File: src/rtl/wak_pkg.sv
package wak_pkg;

  typedef enum logic [1:0] {
    PW_OFF      = 2'd0,
    PW_WAKING   = 2'd1,
    PW_AWAKE    = 2'd2,
    PW_SLEEPING = 2'd3
  } pw_state_e;

  typedef enum logic [2:0] {
    PS_NONE  = 3'd0,
    PS_CORE  = 3'd1,
    PS_RADIO = 3'd2,
    PS_ERR   = 3'd3
  } ps_mode_e;

  // general control word bit positions
  localparam int GC_RDY   = 0;
  localparam int GC_INIT  = 2;
  localparam int GC_REQ   = 3;
  localparam int GC_GTS   = 4;
  localparam int GC_PS_LO = 24;

  // reset control word bit positions
  localparam int RS_SWRST = 7;
  localparam int RS_MDIS  = 8;
  localparam int RS_STOP  = 9;

endpackage

File: src/rtl/wak_master_stop.sv
module wak_master_stop #(
  parameter int STOP_DLY = 1
) (
  input  logic clk_i,
  input  logic rst_ni,
  input  logic stop_q_i,
  output logic mdis_o
);

  logic [STOP_DLY-1:0] pipe_q;

  generate
    if (STOP_DLY == 1) begin : g_single
      always_ff @(posedge clk_i or negedge rst_ni) begin
        if (!rst_ni) pipe_q <= '0;
        else         pipe_q <= stop_q_i;
      end
    end else begin : g_chain
      always_ff @(posedge clk_i or negedge rst_ni) begin
        if (!rst_ni) pipe_q <= '0;
        else         pipe_q <= {pipe_q[STOP_DLY-2:0], stop_q_i};
      end
    end
  endgenerate

  assign mdis_o = pipe_q[STOP_DLY-1];

endmodule

File: src/rtl/wak_pwr_fsm.sv
module wak_pwr_fsm
  import wak_pkg::*;
#(
  parameter int WAKE_LAT  = 5,
  parameter int SLEEP_LAT = 4,
  parameter int IDLE_CYC  = 6
) (
  input  logic clk_i,
  input  logic rst_ni,
  input  logic sw_rst_i,
  input  logic init_q_i,
  input  logic req_q_i,
  output logic clk_rdy_o,
  output logic gts_o,
  output logic pwr_en_o,
  output logic ev_awake_o,
  output logic ev_slept_o
);

  localparam int MAX_WS  = (WAKE_LAT > SLEEP_LAT) ? WAKE_LAT : SLEEP_LAT;
  localparam int CNT_MAX = (MAX_WS > IDLE_CYC) ? MAX_WS : IDLE_CYC;
  localparam int CW      = $clog2(CNT_MAX + 1);
  localparam logic [CW-1:0] WAKE_END  = CW'(WAKE_LAT - 1);
  localparam logic [CW-1:0] SLEEP_END = CW'(SLEEP_LAT - 1);
  localparam logic [CW-1:0] IDLE_END  = CW'(IDLE_CYC - 1);

  pw_state_e st_q, st_d;
  logic [CW-1:0] cnt_q, cnt_d;
  logic boot_q, boot_d;
  logic ev_awake, ev_slept;

  always_comb begin
    st_d     = st_q;
    cnt_d    = cnt_q;
    ev_awake = 1'b0;
    ev_slept = 1'b0;
    if (sw_rst_i) begin
      st_d  = PW_OFF;
      cnt_d = '0;
    end else begin
      unique case (st_q)
        PW_OFF: begin
          if (init_q_i && (req_q_i || boot_q)) begin
            st_d  = PW_WAKING;
            cnt_d = '0;
          end
        end
        PW_WAKING: begin
          if (!init_q_i) begin
            st_d = PW_OFF;
          end else if (cnt_q == WAKE_END) begin
            st_d     = PW_AWAKE;
            cnt_d    = '0;
            ev_awake = 1'b1;
          end else begin
            cnt_d = cnt_q + 1'b1;
          end
        end
        PW_AWAKE: begin
          if (!init_q_i) begin
            st_d = PW_OFF;
          end else if (req_q_i) begin
            cnt_d = '0;
          end else if (cnt_q == IDLE_END) begin
            st_d  = PW_SLEEPING;
            cnt_d = '0;
          end else begin
            cnt_d = cnt_q + 1'b1;
          end
        end
        PW_SLEEPING: begin
          if (!init_q_i) begin
            st_d = PW_OFF;
          end else if (req_q_i) begin
            st_d  = PW_AWAKE;
            cnt_d = '0;
          end else if (cnt_q == SLEEP_END) begin
            st_d     = PW_OFF;
            cnt_d    = '0;
            ev_slept = 1'b1;
          end else begin
            cnt_d = cnt_q + 1'b1;
          end
        end
        default: st_d = PW_OFF;
      endcase
    end
  end

  // first wake after init-done needs no request; re-armed whenever init-done is low
  always_comb begin
    if (sw_rst_i || !init_q_i) boot_d = 1'b1;
    else if (ev_awake)         boot_d = 1'b0;
    else                       boot_d = boot_q;
  end

  always_ff @(posedge clk_i or negedge rst_ni) begin
    if (!rst_ni) begin
      st_q   <= PW_OFF;
      cnt_q  <= '0;
      boot_q <= 1'b1;
    end else begin
      st_q   <= st_d;
      cnt_q  <= cnt_d;
      boot_q <= boot_d;
    end
  end

  assign clk_rdy_o  = (st_q == PW_AWAKE) || (st_q == PW_SLEEPING);
  assign gts_o      = (st_q == PW_SLEEPING);
  assign pwr_en_o   = (st_q != PW_OFF);
  assign ev_awake_o = ev_awake;
  assign ev_slept_o = ev_slept;

endmodule

File: src/rtl/wak_regs.sv
module wak_regs
  import wak_pkg::*;
#(
  parameter int DATA_W   = 32,
  parameter int ADDR_W   = 4,
  parameter int GCTL_IDX = 9,
  parameter int RST_IDX  = 8
) (
  input  logic              clk_i,
  input  logic              rst_ni,
  input  logic              we_i,
  input  logic [ADDR_W-1:0] addr_i,
  input  logic [DATA_W-1:0] wdata_i,
  input  logic              radio_pd_i,
  input  logic              clk_rdy_i,
  input  logic              gts_i,
  input  logic              mdis_i,
  input  logic              ev_awake_i,
  input  logic              ev_slept_i,
  output logic              init_q_o,
  output logic              req_q_o,
  output logic              stop_q_o,
  output logic              sw_rst_o,
  output logic [DATA_W-1:0] rdata_o
);

  localparam logic [ADDR_W-1:0] A_GCTL = ADDR_W'(GCTL_IDX);
  localparam logic [ADDR_W-1:0] A_RST  = ADDR_W'(RST_IDX);

  logic wr_gctl, wr_rst;
  logic init_q, req_q, stop_q;
  ps_mode_e ps_q;
  logic unused_wdata;

  assign wr_gctl  = we_i && (addr_i == A_GCTL);
  assign wr_rst   = we_i && (addr_i == A_RST);
  assign sw_rst_o = wr_rst && wdata_i[RS_SWRST];
  assign unused_wdata = ^wdata_i;

  always_ff @(posedge clk_i or negedge rst_ni) begin
    if (!rst_ni) begin
      init_q <= 1'b0;
      req_q  <= 1'b0;
      stop_q <= 1'b0;
      ps_q   <= PS_NONE;
    end else begin
      if (wr_rst) stop_q <= wdata_i[RS_STOP];
      if (sw_rst_o) begin
        init_q <= 1'b0;
        req_q  <= 1'b0;
        ps_q   <= PS_NONE;
      end else begin
        if (ev_slept_i)      ps_q <= radio_pd_i ? PS_RADIO : PS_CORE;
        else if (ev_awake_i) ps_q <= PS_NONE;
        if (wr_gctl) begin
          init_q <= wdata_i[GC_INIT];
          req_q  <= wdata_i[GC_REQ];
          if (wdata_i[GC_REQ] && !wdata_i[GC_INIT]) ps_q <= PS_ERR;
        end
      end
    end
  end

  always_comb begin
    rdata_o = '0;
    if (addr_i == A_GCTL) begin
      rdata_o[GC_RDY]          = clk_rdy_i;
      rdata_o[GC_INIT]         = init_q;
      rdata_o[GC_REQ]          = req_q;
      rdata_o[GC_GTS]          = gts_i;
      rdata_o[GC_PS_LO +: 3]   = ps_q;
    end else if (addr_i == A_RST) begin
      rdata_o[RS_MDIS] = mdis_i;
      rdata_o[RS_STOP] = stop_q;
    end
  end

  assign init_q_o = init_q;
  assign req_q_o  = req_q;
  assign stop_q_o = stop_q;

endmodule

File: src/rtl/wake_access_ctrl.sv
module wake_access_ctrl #(
  parameter int DATA_W    = 32,
  parameter int ADDR_W    = 4,
  parameter int GCTL_IDX  = 9,
  parameter int RST_IDX   = 8,
  parameter int WAKE_LAT  = 5,
  parameter int SLEEP_LAT = 4,
  parameter int IDLE_CYC  = 6,
  parameter int STOP_DLY  = 1
) (
  input  logic              clk_i,
  input  logic              rst_ni,
  input  logic              reg_we_i,
  input  logic [ADDR_W-1:0] reg_addr_i,
  input  logic [DATA_W-1:0] reg_wdata_i,
  output logic [DATA_W-1:0] reg_rdata_o,
  input  logic              radio_pd_i,
  output logic              core_pwr_en_o,
  output logic              access_ok_o,
  output logic              master_off_o
);

  logic init_q, req_q, stop_q, sw_rst_hit;
  logic clk_rdy, gts, ev_awake, ev_slept, mdis;

  wak_regs #(
    .DATA_W(DATA_W), .ADDR_W(ADDR_W), .GCTL_IDX(GCTL_IDX), .RST_IDX(RST_IDX)
  ) u_regs (
    .clk_i(clk_i), .rst_ni(rst_ni),
    .we_i(reg_we_i), .addr_i(reg_addr_i), .wdata_i(reg_wdata_i),
    .radio_pd_i(radio_pd_i),
    .clk_rdy_i(clk_rdy), .gts_i(gts), .mdis_i(mdis),
    .ev_awake_i(ev_awake), .ev_slept_i(ev_slept),
    .init_q_o(init_q), .req_q_o(req_q), .stop_q_o(stop_q),
    .sw_rst_o(sw_rst_hit), .rdata_o(reg_rdata_o)
  );

  wak_pwr_fsm #(
    .WAKE_LAT(WAKE_LAT), .SLEEP_LAT(SLEEP_LAT), .IDLE_CYC(IDLE_CYC)
  ) u_fsm (
    .clk_i(clk_i), .rst_ni(rst_ni),
    .sw_rst_i(sw_rst_hit), .init_q_i(init_q), .req_q_i(req_q),
    .clk_rdy_o(clk_rdy), .gts_o(gts), .pwr_en_o(core_pwr_en_o),
    .ev_awake_o(ev_awake), .ev_slept_o(ev_slept)
  );

  wak_master_stop #(.STOP_DLY(STOP_DLY)) u_mstop (
    .clk_i(clk_i), .rst_ni(rst_ni), .stop_q_i(stop_q), .mdis_o(mdis)
  );

  assign access_ok_o  = req_q & clk_rdy & ~gts;
  assign master_off_o = mdis;

endmodule

File: config.mk
export PLATFORM = sky130hd
export DESIGN_NAME = wake_access_ctrl
export DESIGN_NICKNAME = d
export VERILOG_FILES = /design/src/rtl/wak_pkg.sv /design/src/rtl/wak_master_stop.sv /design/src/rtl/wak_pwr_fsm.sv /design/src/rtl/wak_regs.sv /design/src/rtl/wake_access_ctrl.sv
export SDC_FILE = /design/constraint.sdc
export NUM_CORES = 1
export LEC_CHECK = 0
export BUFFER_PORTS_ARGS = -buffer_cell sky130_fd_sc_hd__buf_4
export CORE_UTILIZATION = 44
export CTS_CLUSTER_DIAMETER = 60
export DETAILED_ROUTE_END_ITERATION = 8
export GPL_ROUTABILITY_DRIVEN = 0
export PLACE_DENSITY_LB_ADDON = 0.25
export SLEW_MARGIN = 20
export SYNTH_ARGS = -nofsm -noshare
export SYNTH_HDL_FRONTEND = slang
export SYNTH_SLANG_ARGS = --single-unit
File: constraint.sdc
create_clock -name clk_i -period 3.3 [get_ports clk_i]
set_input_delay 0 -clock clk_i [delete_from_list [all_inputs] [get_ports clk_i]]
set_output_delay 0 -clock clk_i [all_outputs]
set_load 0.01 [all_outputs]
==> out/qor_table.md, run 1 <==
| Item | This run |
|---|---|
| Post-detailed-route DRC marker count | 0 |
| Kind of start point of the critical path | flop |
| Crit path buf inv count | 0 |
| Area overhead of the layout relative to synthesis | 14.73% |
| Number of cells on the worst reg-to-reg path | 6 |
| Ys async rst share | 100.0% |
| Cell with the biggest individual delay on the critical path | sky130_fd_sc_hd__dfrtp_1 |
| Leak pwr | 0.0006312 uW |
| Routing usage on met1 | 21.40% |
| Global-route track usage on met3 | 4.386% |
| Number of detailed-routing iterations run before antenna repair | 4 |
| # rows | 17 |
| Most common cell after layout, fill and taps aside | sky130_fd_sc_hd__buf_4 |
| Share of the clock period used by the worst path after layout | 55.18% |
| Cell family contributing the most delay on the critical path | simple AND/OR/NAND/NOR gates |
| Clock tree sinks | 13 |
| Avg Synthesized Cell Area | 9.063 um^2 |
| GR peak layer | met2 |
| Cells on Worst Hold Path | 3 |
| Mapped cell area | 0.001079 mm^2 |
| Number of synthesized flops with an enable pin | 0 |
| Sequential group share of total power | 49.5% |
| GRT Overall Usage | 17.83% |
| Power Density | 363.4 mW/mm^2 |
| Peak per-stage delay on the critical path | 0.39 ns |
| Area of the core | 0.002255 mm^2 |
| Post CTS Setup Buffer Count | 0 |
| Internal Pwr Total | 297.7 uW |
| Wire length of the first global-routing pass | 3450 um |
| Clock tree from TritonCTS | done |
| Via Count | 856 |
| Proportion of total power due to net switching | 33.81% |
| Number of buffers on the longest clock path | 2 |
| Synthesized netlist cell count | 119 |
| Count of cell types in the netlist | 42 |
| Required time of the critical path | 3.47 ns |
| Proportion of layout cells with a drive suffix above 1 | 27.59% |
| Final Critical Period | 1.821 ns |
| Unrepaired setup endpoints after global routing | no |
| CP Capture Type | flop |
| Initial antenna violation count | 0 |
| Non-filler cells, final | 173 |
| H-Tree Level Count | 1 |
| Switching component of the power | 152.1 uW |
| Vias in the first global route | 766 |
| Maximum capacitance violations | 0 |
| Largest fanout on the critical path | 5 |
| Boundary pin count | 75 |
| Reg clk slew, reported paths | 0.08 ns |
| Outcome | finished clean |
| Portion of total power attributed to the clock network | 22.0% |
| Instance count on the critical path | 6 |
| Critical Path, Cell by Cell | ha_1 -> ha_1 -> nor2b_1 -> nand4_1 -> and3_1 -> o31a_1 |
| Setup violators final | 0 |
| Detailed Place HPWL | 1496 um |
| # diodes | 0 |
| Die width | 51.51 um |
| Cell area after placement | 0.001181 mm^2 |
| Design area | 0.001237 mm^2 |
| Die Outline Area | 0.002653 mm^2 |
| Nets | 191 |
| Setup TNS | 0 ns |
| Yosys warns | 0 |
| Total placed cells including tap cells | 166 |
| Antenna-violating nets left | 0 |
| Met2 capacity usage during global routing | 30.52% |
| Most used cells in the layout excluding fill and tap cells | sky130_fd_sc_hd__buf_4, sky130_fd_sc_hd__conb_1, sky130_fd_sc_hd__dfrtp_1 |
| Number of clock buffers inserted by TritonCTS | 3 |
| Crit path top cell by count | sky130_fd_sc_hd__ha_1 |
| Post-synthesis register bit count | 13 |
| Worst Clk Skew | 0.002221 ns |
| Pin count of the biggest net entering global routing | 17 |
| Part of the total power dissipated in combinational logic | 28.5% |
| Arrival time at the worst endpoint | 1.99 ns |
| Routed Wire Length | 2089 um |
| Final slew viol count | 0 |
| Crit Path Class | reg -> reg |
| Final routed wire length divided by cell count | 12.08 um |
| Total overflow reported by the global router | 0 |
| Die height | 51.51 um |
| Highest achievable clock rate | 549.1 MHz |
| Clock Root Buffer | sky130_fd_sc_hd__clkbuf_4 |
| IR Drop Worst-Case VDD | 0.0002456 V |
| Top flip-flop cell by instance count after synthesis | sky130_fd_sc_hd__dfrtp_1 |
| Starting Density | 47.84% |
| Via density per instance | 4.948 |
| Hold/Removal Path Class | in -> reg |
| Sequential element share of the synthesized area | 30.28% |
| Final Hold Viols | 0 |
| Initial detailed-routing violation count | 14 |
| Insertion delay to the later sink of the worst-skew pair | 0.28 ns |
| Total of buffers placed on input and output ports | 23 |
synth_stat cells (2+ instances only):
| cell | count | area (um^2) |
|---|---|---|
| sky130_fd_sc_hd__a21o_1 | 2 | 15.01 |
| sky130_fd_sc_hd__a21oi_1 | 6 | 30.03 |
| sky130_fd_sc_hd__and2_1 | 2 | 12.51 |
| sky130_fd_sc_hd__and2_2 | 6 | 45.04 |
| sky130_fd_sc_hd__and3_1 | 4 | 25.02 |
| sky130_fd_sc_hd__buf_2 | 3 | 15.01 |
| sky130_fd_sc_hd__buf_4 | 24 | 180.2 |
| sky130_fd_sc_hd__dfrtp_1 | 12 | 300.3 |
| sky130_fd_sc_hd__ha_1 | 5 | 62.56 |
| sky130_fd_sc_hd__inv_1 | 6 | 22.52 |
| sky130_fd_sc_hd__nand2_1 | 6 | 22.52 |
| sky130_fd_sc_hd__nand2b_1 | 2 | 12.51 |
| sky130_fd_sc_hd__nand3_1 | 4 | 20.02 |
| sky130_fd_sc_hd__nand4_1 | 2 | 12.51 |
| sky130_fd_sc_hd__nand4b_1 | 2 | 17.52 |
| sky130_fd_sc_hd__nor2_1 | 4 | 15.01 |
| sky130_fd_sc_hd__nor2b_1 | 2 | 12.51 |
| sky130_fd_sc_hd__nor3_1 | 2 | 10.01 |
| sky130_fd_sc_hd__o31a_1 | 2 | 17.52 |
through the flow:
stage / utilization (%) / hold WS, ns / setup slack (ns) / total power (uW)
after floorplan: - / -0.2956 / 1.718 / 323.6
after global placement: 52.39 / -0.1495 / 1.534 / 343.7
after detailed placement: 52.39 / -0.1425 / 1.513 / 350.1
after CTS: 54.88 / 0.01127 / 1.487 / 452.0
after global routing: 54.88 / 0.01072 / 1.355 / 483.7
final: 54.88 / 0.01471 / 1.479 / 449.7
cell type report:
type / count / area (um^2)
clock buffer: 4 / 26.28
fill: 222 / 1017
inverter: 6 / 22.52
multi-input combinational: 95 / 616.8
sequential: 13 / 326.6
tap: 28 / 35.03
timing repair buffer: 27 / 210.2
state kept, by name, summed over array words and instances (netlist names):
name,cells
u_fsm.cnt_q,3
u_regs.ps_q,3
u_fsm.st_q,2
u_fsm.boot_q,1
u_mstop.mdis_o,1
u_regs.init_q_o,1
u_regs.req_q_o,1
u_regs.stop_q_o,1
repair_timing:
action | CTS | global route
gates resized for setup | 0 | 0
hold endpoints to repair | 15 | 0
hold buffers | 3 | 0
power groups by stage:
stage               sequential [uW]  clock (uW)  combinational (uW)
floorplan                       208           0                 115
global placement                222           0                 121
detailed placement              224           0                 126
CTS                             222         102                 129
global route                    229         110                 145
finish                          222        98.9                 128
worst paths after layout:
| path | startpoint | endpoint | slack [ns] |
|---|---|---|---|
| max | u_fsm.cnt_q[0] | u_regs.ps_q[1] | 1.48 |
| min | reg_wdata_i[2] | u_regs.init_q_o | 0.01 |
| max reg2reg | u_fsm.cnt_q[0] | u_regs.ps_q[1] | 1.48 |
| min reg2reg | u_regs.stop_q_o | u_mstop.mdis_o | 0.40 |
| max in group asynchronous | rst_ni | u_fsm.boot_q | 2.96 |
| min in group asynchronous | rst_ni | u_regs.req_q_o | 0.11 |
metal layers:
layer | vias up | wire length [um]
li1 | 418 | -
met1 | 393 | 907
met2 | 40 | 1027
met3 | 5 | 123
met4 | 0 | 30
met5 | - | 0
cell families after synthesis:
| family | count (synthesis) | synth area share (%) |
|---|---|---|
| other cells | 1 | 0.3477 |
| simple gates | 46 | 29.35 |
| buf+inv | 33 | 20.18 |
| fa+ha+maj | 5 | 5.800 |
| compound gates | 19 | 12.07 |
| mux | 2 | 1.972 |
| flops | 13 | 30.28 |
tightest hold or removal path: stages:
cell	delay, ns
sky130_fd_sc_hd__buf_4	0.12
sky130_fd_sc_hd__nand3_1	0.07
sky130_fd_sc_hd__a21oi_1	0.06
No activity file was read; power rests on OpenSTA's default activity.
==> inputs of run 2 (changes only) <==
ABC_AREA = 1   (was unset)
CORE_UTILIZATION = 38   (was 44)
clock period = 1.5 ns   (was 3.3 ns; I/O delays follow)
==> out/qor_table.md, run 2 <==
| Item | This run |
|---|---|
| Outcome | finished clean |
| Via density per instance | 4.699 |
| IR Drop Worst-Case VDD | 0.0007255 V |
| Clock tree from TritonCTS | done |
| Final routed wire length divided by cell count | 10.73 um |
| Non-filler cells, final | 219 |
| Peak per-stage delay on the critical path | 0.43 ns |
| Hold/Removal Path Class | in -> reg |
| Ys async rst share | 100.0% |
| Count of cell types in the netlist | 24 |
| Total area of sequential cells | 329.1 um^2 |
| Critical Path, Cell by Cell | ha_4 -> ha_4 -> nor3_4 -> o21ai_2 -> a21oi_2 -> nand2_1 -> nand2_1 |
| Wire length of the first global-routing pass | 3808 um |
| Pin count of the biggest net entering global routing | 14 |
| Boundary pin count | 75 |
| Total placed cells including tap cells | 211 |
| Clock tree sinks | 13 |
| Share of the clock period used by the worst path after layout | 93.55% |
| Number of synthesized flops with an enable pin | 0 |
| Cells taking the most area after synthesis | sky130_fd_sc_hd__dfrtp_1, sky130_fd_sc_hd__buf_4, sky130_fd_sc_hd__nand3_1 |
| Commonest cells in the synthesized netlist | sky130_fd_sc_hd__buf_4, sky130_fd_sc_hd__nand2_1, sky130_fd_sc_hd__inv_1 |
| Initial antenna violation count | 0 |
| GRT Overall Usage | 15.06% |
| Detailed Place HPWL | 1862 um |
| Power, Total | 1808 uW |
| Insertion delay to the later sink of the worst-skew pair | 0.27 ns |
| Power Density | 1269 mW/mm^2 |
| Worst Clk Skew | 0.007231 ns |
| Kind of start point of the critical path | flop |
| Via Count | 1029 |
| Reg clk slew, reported paths | 0.08 ns |
| Design area | 0.001424 mm^2 |
| Routed Wire Length | 2349 um |
| Hold Slack | 0.01875 ns |
| Sequential element share of the synthesized area | 28.81% |
| Total of buffers placed on input and output ports | 23 |
| Synthesized netlist cell count | 156 |
| Final Critical Period | 1.403 ns |
| Initial detailed-routing violation count | 16 |
| Maximum capacitance violations | 0 |
| Multi-input combinational cell area | 683.2 um^2 |
| Post-detailed-route DRC marker count | 0 |
| Setup violators final | 0 |
| Starting Density | 40.76% |
| H-Tree Level Count | 1 |
| # diodes | 0 |
| Number of buffers on the longest clock path | 2 |
| CP Capture Type | flop |
| Yosys warns | 0 |
| Crit Path Class | reg -> reg |
| Number of clock buffers inserted by TritonCTS | 3 |
| Top flip-flop cell by instance count after synthesis | sky130_fd_sc_hd__dfrtp_1 |
| Arrival time at the worst endpoint | 1.61 ns |
| Cell type with the highest aggregate area in the netlist | sky130_fd_sc_hd__dfrtp_1 |
| Setup TNS | 0 ns |
| Die height | 56.62 um |
| R2r setup slk | 0.1 ns |
| Proportion of layout cells with a drive suffix above 1 | 35.11% |
| Final Hold Viols | 0 |
| Count of filler cells inserted in the layout | 294 |
| Cell area after placement | 0.001266 mm^2 |
| Cell with the biggest individual delay on the critical path | sky130_fd_sc_hd__dfrtp_1 |
| Avg Synthesized Cell Area | 7.267 um^2 |
| Area of the core | 0.002781 mm^2 |
| Number of detailed-routing iterations run before antenna repair | 4 |
| Post-synthesis register bit count | 13 |
| Antenna-violating nets left | 0 |
| Leak pwr | 0.0007219 uW |
| Final slew viol count | 0 |
| Most common cell after layout, fill and taps aside | sky130_fd_sc_hd__buf_4 |
| Mapped cell area | 0.001134 mm^2 |
| Highest achievable clock rate | 712.6 MHz |
| Portion of synthesized cell area occupied by the leading cell type | 26.49% |
| Most used cells in the layout excluding fill and tap cells | sky130_fd_sc_hd__buf_4, sky130_fd_sc_hd__conb_1, sky130_fd_sc_hd__nand2_1 |
| Nets | 234 |
| Cell with the most instances after synthesis | sky130_fd_sc_hd__buf_4 |
| # rows | 19 |
| Die Outline Area | 0.003205 mm^2 |
| Top flop regs | u_fsm.cnt_q (3), u_regs.ps_q (3), u_fsm.st_q (2) |
| Unrepaired setup endpoints after global routing | no |
| Die width | 56.62 um |
| Clock Root Buffer | sky130_fd_sc_hd__clkbuf_4 |
| Required time of the critical path | 1.71 ns |
| Largest fanout on the critical path | 3 |
| Area overhead of the layout relative to synthesis | 25.61% |
| Total overflow reported by the global router | 0 |
| Vias in the first global route | 956 |
[run 2: cell types whose count changed in the layout (fill, tap and decap cells not counted), sizes merged, moves of 4 or more]
cell   delta
and2      -8
and3      -4
buf       +5
inv      +19
nand2    +17
nand3    +14
nand4     +6
nor2     +15
o21ai     +5
[run 2: power breakdown]
group          switching, uW  leakage (uW)  internal, uW  total, uW
sequential               137      0.000161           468        605
clock                    115     0.0000177          98.7        214
combinational            570      0.000543           419        989
[run 2: worst paths after layout]
path,endpoint,cells past startpoint,startpoint
setup reg to reg,u_fsm.st_q[0],7,u_fsm.cnt_q[1]
max in group asynchronous,u_fsm.boot_q,2,rst_ni
min in group asynchronous,u_regs.req_q_o,2,rst_ni
setup / recovery,u_fsm.st_q[0],7,u_fsm.cnt_q[1]
hold / removal,u_regs.init_q_o,3,reg_wdata_i[2]
hold reg to reg,u_mstop.mdis_o,0,u_regs.stop_q_o
[run 2: cells by family (layout without fill, tap and decap cells)]
family,after synthesis,after routing,share of synthesized area [%]
compound gates,13,13,6.733
simple gates,73,73,32.78
flops,13,13,28.81
fa+ha+maj,5,5,5.519
buf+inv,51,61,25.83
other cells,1,23,0.3308
[run 2: final cells by class]
cell class	count	area share, %
multi-input cells	114	47.98
inverters	25	6.590
flip-flops and latches	13	23.11
well taps	31	2.724
repair buffers	32	17.66
clock inverters	1	0.3515
clock buffers	3	1.582
[run 2: routing by layer]
metal	part of all wire (%)	vias up	GRT usage, %
met4	0.51	0	7.317
li1	-	516	-
met3	5.2	2	2.074
met2	53	36	28.91
met5	0	-	0
met1	41	475	15.73
[run 2: timing repair]
| action | CTS | global route |
|---|---|---|
| pin swaps | 0 | 10 |
| endpoints found under the setup margin | 4 | 6 |
| hold buffers | 3 | 0 |
| endpoints found under the hold margin | 15 | 0 |
| gates resized for setup | 1 | 23 |
| buffers inserted | 0 | 1 |
[run 2: worst max-delay path, delay by kind of cell, from the launching register on]
kind | cells | cell delay (ns)
AOI/OAI and AO/OA | 2 | 0.26
and+or+nand+nor | 3 | 0.28
DFF | 1 | 0.43
adders and majority gates | 2 | 0.36
[run 2: through the flow]
step                      util, %  setup WS (ns)
after floorplan                 -         0.1222
after global placement      45.52        0.04023
after detailed placement    45.52       0.001677
after CTS                   47.68       0.002396
after global routing        51.19      0.0006666
final                       51.19        0.09670
